`src/rtl/tw_pkg.sv`:
```
package tw_pkg;
  localparam int unsigned FREQ1_W = 15;
  localparam int unsigned FREQ2_W = 16;
  localparam int unsigned REF_W   = 3;
  localparam int unsigned CP1_W   = 2;
  localparam int unsigned TEST_W  = 3;
  localparam int unsigned PORT_W  = 2;
  localparam int unsigned L1_BITS = 1 + FREQ1_W + REF_W + CP1_W + PORT_W;  // 23
  localparam int unsigned L2_FULL = 1 + FREQ2_W + REF_W + 1 + TEST_W;      // 24
  localparam int unsigned L2_MIN  = L2_FULL - (TEST_W - 1);                // 22
  localparam int unsigned SR_W    = (L1_BITS > L2_FULL) ? L1_BITS : L2_FULL;
  localparam int unsigned CNT_W   = $clog2(SR_W + 1);

  typedef struct packed {
    logic [PORT_W-1:0]  port;
    logic [CP1_W-1:0]   cp;
    logic [REF_W-1:0]   ref_code;
    logic [FREQ1_W-1:0] freq;
  } loop1_t;

  typedef struct packed {
    logic [TEST_W-1:0]  tmode;
    logic               cp;
    logic [REF_W-1:0]   ref_code;
    logic [FREQ2_W-1:0] freq;
  } loop2_t;
endpackage

```
`src/rtl/tw_sync.sv`:
```
module tw_sync #(
  parameter int unsigned STAGES = 2
) (
  input  logic clk_i,
  input  logic rst_ni,
  input  logic d_i,
  output logic q_o
);
  logic [STAGES-1:0] chain_q;

  generate
    if (STAGES == 1) begin : g_one
      always_ff @(posedge clk_i or negedge rst_ni)
        if (!rst_ni) chain_q <= '0;
        else         chain_q <= d_i;
    end else begin : g_many
      always_ff @(posedge clk_i or negedge rst_ni)
        if (!rst_ni) chain_q <= '0;
        else         chain_q <= {chain_q[STAGES-2:0], d_i};
    end
  endgenerate

  assign q_o = chain_q[STAGES-1];
endmodule

```
`src/rtl/tw_shift.sv`:
```
module tw_shift
  import tw_pkg::*;
(
  input  logic             clk_i,
  input  logic             rst_ni,
  input  logic             sclk_s_i,
  input  logic             sdata_s_i,
  input  logic             sen_s_i,
  output logic [SR_W-1:0]  word_o,
  output logic [CNT_W-1:0] count_o,
  output logic             commit_o
);
  logic             sclk_q, sen_q;
  logic [SR_W-1:0]  sr_q;
  logic [CNT_W-1:0] cnt_q, cnt_base;
  logic             sclk_rise, sen_rise;

  assign sclk_rise = sclk_s_i & ~sclk_q;
  assign sen_rise  = sen_s_i & ~sen_q;
  assign cnt_base  = sen_rise ? '0 : cnt_q;

  always_ff @(posedge clk_i or negedge rst_ni) begin
    if (!rst_ni) begin
      sclk_q <= 1'b0;
      sen_q  <= 1'b0;
      sr_q   <= '0;
      cnt_q  <= '0;
    end else begin
      sclk_q <= sclk_s_i;
      sen_q  <= sen_s_i;
      if (sen_s_i && sclk_rise) begin
        sr_q  <= {sr_q[SR_W-2:0], sdata_s_i};
        cnt_q <= (cnt_base == CNT_W'(SR_W)) ? cnt_base : cnt_base + 1'b1;
      end else begin
        cnt_q <= cnt_base;
      end
    end
  end

  assign commit_o = sen_q & ~sen_s_i;
  assign word_o   = sr_q;
  assign count_o  = cnt_q;


  sr_hold_chk: assert property (@(posedge clk_i) disable iff (!rst_ni)
    !sen_s_i |=> $stable(sr_q));


  cnt_sat_chk: assert property (@(posedge clk_i) disable iff (!rst_ni)
    cnt_q <= CNT_W'(SR_W));
endmodule

```
`src/rtl/tw_regs.sv`:
```
module tw_regs
  import tw_pkg::*;
(
  input  logic             clk_i,
  input  logic             rst_ni,
  input  logic             commit_i,
  input  logic [SR_W-1:0]  word_i,
  input  logic [CNT_W-1:0] count_i,
  output loop1_t           l1_o,
  output loop2_t           l2_o,
  output logic             port_oe_o
);
  loop1_t l1_q, l1_d;
  loop2_t l2_q, l2_d;
  logic   oe_q;
  logic   addr, t0, l1_ok, l2_ok;

  assign addr  = word_i[0];
  assign t0    = word_i[L2_MIN-1];
  assign l1_ok = commit_i && !addr && (count_i >= CNT_W'(L1_BITS));
  assign l2_ok = commit_i && addr &&
                 ((count_i >= CNT_W'(L2_FULL)) || ((count_i >= CNT_W'(L2_MIN)) && !t0));

  assign l1_d = word_i[L1_BITS-1:1];

  always_comb begin
    l2_d = word_i[L2_FULL-1:1];
    if (!t0) l2_d.tmode = '0;  // higher test bits are don't-care
  end

  always_ff @(posedge clk_i or negedge rst_ni) begin
    if (!rst_ni) begin
      l1_q <= '0;
      l2_q <= '0;
      oe_q <= 1'b0;
    end else begin
      if (l1_ok) begin
        l1_q <= l1_d;
        oe_q <= 1'b1;
      end
      if (l2_ok) l2_q <= l2_d;
    end
  end

  assign l1_o      = l1_q;
  assign l2_o      = l2_q;
  assign port_oe_o = oe_q;


  oe_sticky_chk: assert property (@(posedge clk_i) disable iff (!rst_ni)
    oe_q |=> oe_q);


  tmode_clean_chk: assert property (@(posedge clk_i) disable iff (!rst_ni)
    !l2_q.tmode[0] |-> (l2_q.tmode[TEST_W-1:1] == '0));


  l1_hold_chk: assert property (@(posedge clk_i) disable iff (!rst_ni)
    !(commit_i && !word_i[0]) |=> $stable(l1_q));


  short_drop_chk: assert property (@(posedge clk_i) disable iff (!rst_ni)
    (commit_i && count_i < CNT_W'(L2_MIN)) |=> ($stable(l1_q) && $stable(l2_q)));
endmodule

```
`src/rtl/three_wire_ctrl.sv`:
```
module three_wire_ctrl
  import tw_pkg::*;
#(
  parameter int unsigned SYNC_STAGES = 2
) (
  input  logic               clk_i,
  input  logic               rst_ni,
  input  logic               sclk_i,
  input  logic               sdata_i,
  input  logic               sen_i,
  output logic [FREQ1_W-1:0] l1_freq_o,
  output logic [REF_W-1:0]   l1_ref_o,
  output logic [CP1_W-1:0]   l1_cp_o,
  output logic [FREQ2_W-1:0] l2_freq_o,
  output logic [REF_W-1:0]   l2_ref_o,
  output logic               l2_cp_o,
  output logic [TEST_W-1:0]  test_o,
  output logic [PORT_W-1:0]  port_o,
  output logic               port_oe_o
);
  logic             sclk_s, sdata_s, sen_s, commit;
  logic [SR_W-1:0]  word;
  logic [CNT_W-1:0] count;
  loop1_t           l1;
  loop2_t           l2;

  tw_sync #(.STAGES(SYNC_STAGES)) u_sync_sclk (.clk_i, .rst_ni, .d_i(sclk_i),  .q_o(sclk_s));
  tw_sync #(.STAGES(SYNC_STAGES)) u_sync_data (.clk_i, .rst_ni, .d_i(sdata_i), .q_o(sdata_s));
  tw_sync #(.STAGES(SYNC_STAGES)) u_sync_sen  (.clk_i, .rst_ni, .d_i(sen_i),   .q_o(sen_s));

  tw_shift u_shift (
    .clk_i, .rst_ni,
    .sclk_s_i(sclk_s), .sdata_s_i(sdata_s), .sen_s_i(sen_s),
    .word_o(word), .count_o(count), .commit_o(commit)
  );

  tw_regs u_regs (
    .clk_i, .rst_ni,
    .commit_i(commit), .word_i(word), .count_i(count),
    .l1_o(l1), .l2_o(l2), .port_oe_o(port_oe_o)
  );

  assign l1_freq_o = l1.freq;
  assign l1_ref_o  = l1.ref_code;
  assign l1_cp_o   = l1.cp;
  assign port_o    = l1.port;
  assign l2_freq_o = l2.freq;
  assign l2_ref_o  = l2.ref_code;
  assign l2_cp_o   = l2.cp;
  assign test_o    = l2.tmode;
endmodule

```
`config.mk`:
```
export PLATFORM = sky130hd
export DESIGN_NAME = three_wire_ctrl
export DESIGN_NICKNAME = d
export VERILOG_FILES = /design/src/rtl/tw_pkg.sv /design/src/rtl/tw_sync.sv /design/src/rtl/tw_shift.sv /design/src/rtl/tw_regs.sv /design/src/rtl/three_wire_ctrl.sv
export SDC_FILE = /design/constraint.sdc
export NUM_CORES = 1
export LEC_CHECK = 0
export ABC_AREA = 1
export BUFFER_PORTS_ARGS = -buffer_cell sky130_fd_sc_hd__buf_2
export CORE_MARGIN = 1.5
export CORE_UTILIZATION = 35
export DETAILED_ROUTE_END_ITERATION = 6
export SLEW_MARGIN = 20
export SYNTH_ARGS = -nofsm -noshare
export SYNTH_HDL_FRONTEND = slang
export SYNTH_SLANG_ARGS = --single-unit
export TNS_END_PERCENT = 100
```
`constraint.sdc`:
```
create_clock -name clk_i -period 1.5 [get_ports clk_i]
set_input_delay 0.45 -clock clk_i [delete_from_list [all_inputs] [get_ports clk_i]]
set_output_delay 0.45 -clock clk_i [all_outputs]
set_load 0.03 [all_outputs]
```
==> results.json <==
{
  "ys_ff_latch": 83,
  "final_hold_viol_count": 0,
  "clockBufferDepth": 2,
  "cp_data_arrival_time_ps": 960,
  "finalSetupViolations": 0,
  "core_um2": 9240,
  "htreeDepth": 3,
  "drive_gt1_share_pct": 22.49,
  "antenna_found_initial": 0,
  "cap_violations": 0,
  "die_h_um": 100.8,
  "ys_warn_count": 0,
  "critPathLaunchType": "flop",
  "max_stage_delay_ps": 390,
  "rsz0062_at_grt": "no",
  "critPathRequiredTime_ps": 1050,
  "fmaxAchievable_mhz": 711.2,
  "crit_path_end_kind": "output pin",
  "crit_chain": "buf_2",
  "first_pass_iters": 4,
  "fin_crit_sh_pct": 93.74,
  "instances_no_fill": 547,
  "track_usage_pct": 14.78,
  "clkTransAtPathRegs_ps": 90,
  "num_vias": 2452,
  "cp_top_family": "flip-flops",
  "synth.net_count": 362,
  "tns_ps": 0,
  "power_uw": 4326,
  "slew_headroom_pct": 79.45,
  "start_util_pct": 36.21,
  "slowest_stage": "dfrtp_1",
  "min_period_ps": 1406,
  "grt_max_degree": 35,
  "die_w_um": 100.8,
  "dieArea_um2": 10150,
  "dp.cells": 530,
  "cellLeakagePower_uw": 0.002268,
  "crit_buf_inv": 1,
  "whs_ps": 202.1,
  "root_buffer": "clkbuf_8",
  "syn_area_um2": 3346,
  "grt_pass1_vias": 2367,
  "synth_area_per_cell_um2": 9.372,
  "ant_nets": 0,
  "rows": 35,
  "yosysSeqAreaShare_pct": 62.08,
  "wl_um": 6823,
  "synth_ff_type": "dfrtp_1",
  "gp_congestion": 0.7606,
  "async_flop_share_pct": 100.0,
  "grt_pass1_wl_um": 11600,
  "drv_slew": 0,
  "ir_drop_v": 0.0005004,
  "portBuffers": 50,
  "synth-edff-count": 0,
  "finalNetCount": 418,
  "n_antenna_cell": 0,
  "skew_ps": 14.06,
  "post_drt_wl_per_cell_um": 12.47,
  "hpwl_um": 4634,
  "status": "finished, final reports clean",
  "grt-ovfl-total": 0,
  "synth.distinct_cells": 19,
  "syn_to_final_growth_pct": 18.55,
  "cts.sinks": 83,
  "worstMarginPinSlew_ps": 308.2,
  "cts_tree": "yes",
  "cp_max_fo": 2,
  "critPathKind": "flop to output pin",
  "drt_iter0_markers": 103,
  "clock_latency_ps": 350,
  "final_area_um2": 3966,
  "cts_made_buffers": 9,
  "power.density_nw_per_um2": 1091,
  "detail_route.vias_per_cell": 4.483,
  "dpl_cell_area_um2": 3732,
  "drc": 0,
  "hp-class": "input port to flop",
  "syn_inst": 357,
  "ioPinCount": 51
}
## synthesized netlist by cell type, types with 2 or more instances
cell	number	area share [%]
inv_1	9	1.0
buf_6	8	2.7
buf_2	6	0.90
nor2_1	5	0.56
nand2_2	6	1.1
nand3_1	47	7.0
o21ai_0	5	0.75
nor2_4	3	1.0
inv_2	2	0.22
a21oi_1	4	0.60
nand3b_1	2	0.45
clkbuf_1	2	0.22
nand2_1	165	19
nand3_2	3	0.90
nand2_4	4	1.3
dfrtp_1	83	62
## power breakdown
group	switching, uW	internal [uW]
Combinational	138	65.5
Sequential	80.8	2310
Clock	795	941
Total	1010	3310
## cells in the final DEF, fill, tap and decap left out
cell type	count
a21oi_1	4
buf_12	2
buf_2	49
buf_4	9
bufinv_16	2
clkbuf_1	1
clkbuf_8	9
clkinv_2	2
clkinv_4	1
dfrtp_1	83
dlygate4sd3_1	1
inv_1	9
inv_2	2
inv_6	1
nand2_1	165
nand2_2	6
nand2_4	3
nand2_8	1
nand3_1	47
nand3_2	3
nand3b_1	2
nor2_1	5
nor2_2	1
nor2_4	3
nor3_1	1
o21ai_0	5
xnor2_1	1
## metrics by stage
step,util [%],setup slack (ps)
6_report,42.92,93.87
3_3_place_gp,40.39,170.3
4_1_cts,42.83,80.14
3_5_place_dp,40.39,132.5
5_1_grt,42.92,9.748
2_1_floorplan,-,335.6
## cell type report
| cell class | count | area [um2] |
|---|---|---|
| Fill cell | 923 | 5274 |
| Tap cell | 129 | 161.4 |
| Timing Repair Buffer | 61 | 362.8 |
| Clock buffer | 10 | 127.6 |
| Inverter | 11 | 41.29 |
| Sequential cell | 83 | 2077 |
| Clock inverter | 6 | 87.58 |
| Multi-Input combinational cell | 247 | 1109 |
## registers in the layout, summed over array words and instances (netlist names)
| name | count |
|---|---|
| u_shift.sen_q | 1 |
| u_shift.sclk_q | 1 |
| u_sync_sclk.chain_q | 2 |
| u_sync_sen.chain_q | 2 |
| u_shift.count_o | 5 |
| u_regs.port_oe_o | 1 |
| u_shift.word_o | 24 |
| u_sync_data.chain_q | 2 |
| u_regs.l2_o | 23 |
| u_regs.l1_o | 22 |
## cells by family (layout without fill, tap and decap cells)
group           Yosys count  in the layout  share of synthesized area (%)
compound gates            9              9                          1.346
xor+xnor                  1              1                         0.2618
buf+inv                  27             88                          5.049
flops                    83             83                          62.08
simple gates            237            237                          31.26
## timing repair
action | 4_1_cts | 5_1_grt
setup endpoints to repair | 0 | 16
buffers inserted | 0 | 0
hold endpoints to repair | 19 | 0
resized for setup | 0 | 1
hold buffers | 1 | 0
## routing by layer
layer	vias up	part of all wire (%)	global-route usage (%)
li1	1231	-	-
met2	38	45	22.09
met3	9	3.3	2.705
met5	-	0	0
met1	1174	50	20.71
met4	0	1.7	7.259
## path summary, 6_finish.rpt
path | start | to | slack [ps] | depth (start not counted)
max | u_regs.l1_o[21]$_DFFE_PN0P_ | port_o[1] | 90 | 1
min | sclk_i | u_sync_sclk.chain_q[0]$_DFF_PN0_ | 200 | 1
max reg2reg | u_shift.count_o[3]$_DFF_PN0_ | u_regs.l2_o[13]$_DFFE_PN0P_ | 180 | 6
min reg2reg | u_sync_sclk.chain_q[0]$_DFF_PN0_ | u_sync_sclk.chain_q[1]$_DFF_PN0_ | 350 | 0
max in group asynchronous | rst_ni | u_shift.word_o[23]$_DFFE_PN0N_ | 480 | 3
min in group asynchronous | rst_ni | u_regs.l2_o[7]$_DFFE_PN0P_ | 520 | 2
Note: power is estimated with default switching activity, not from simulation.
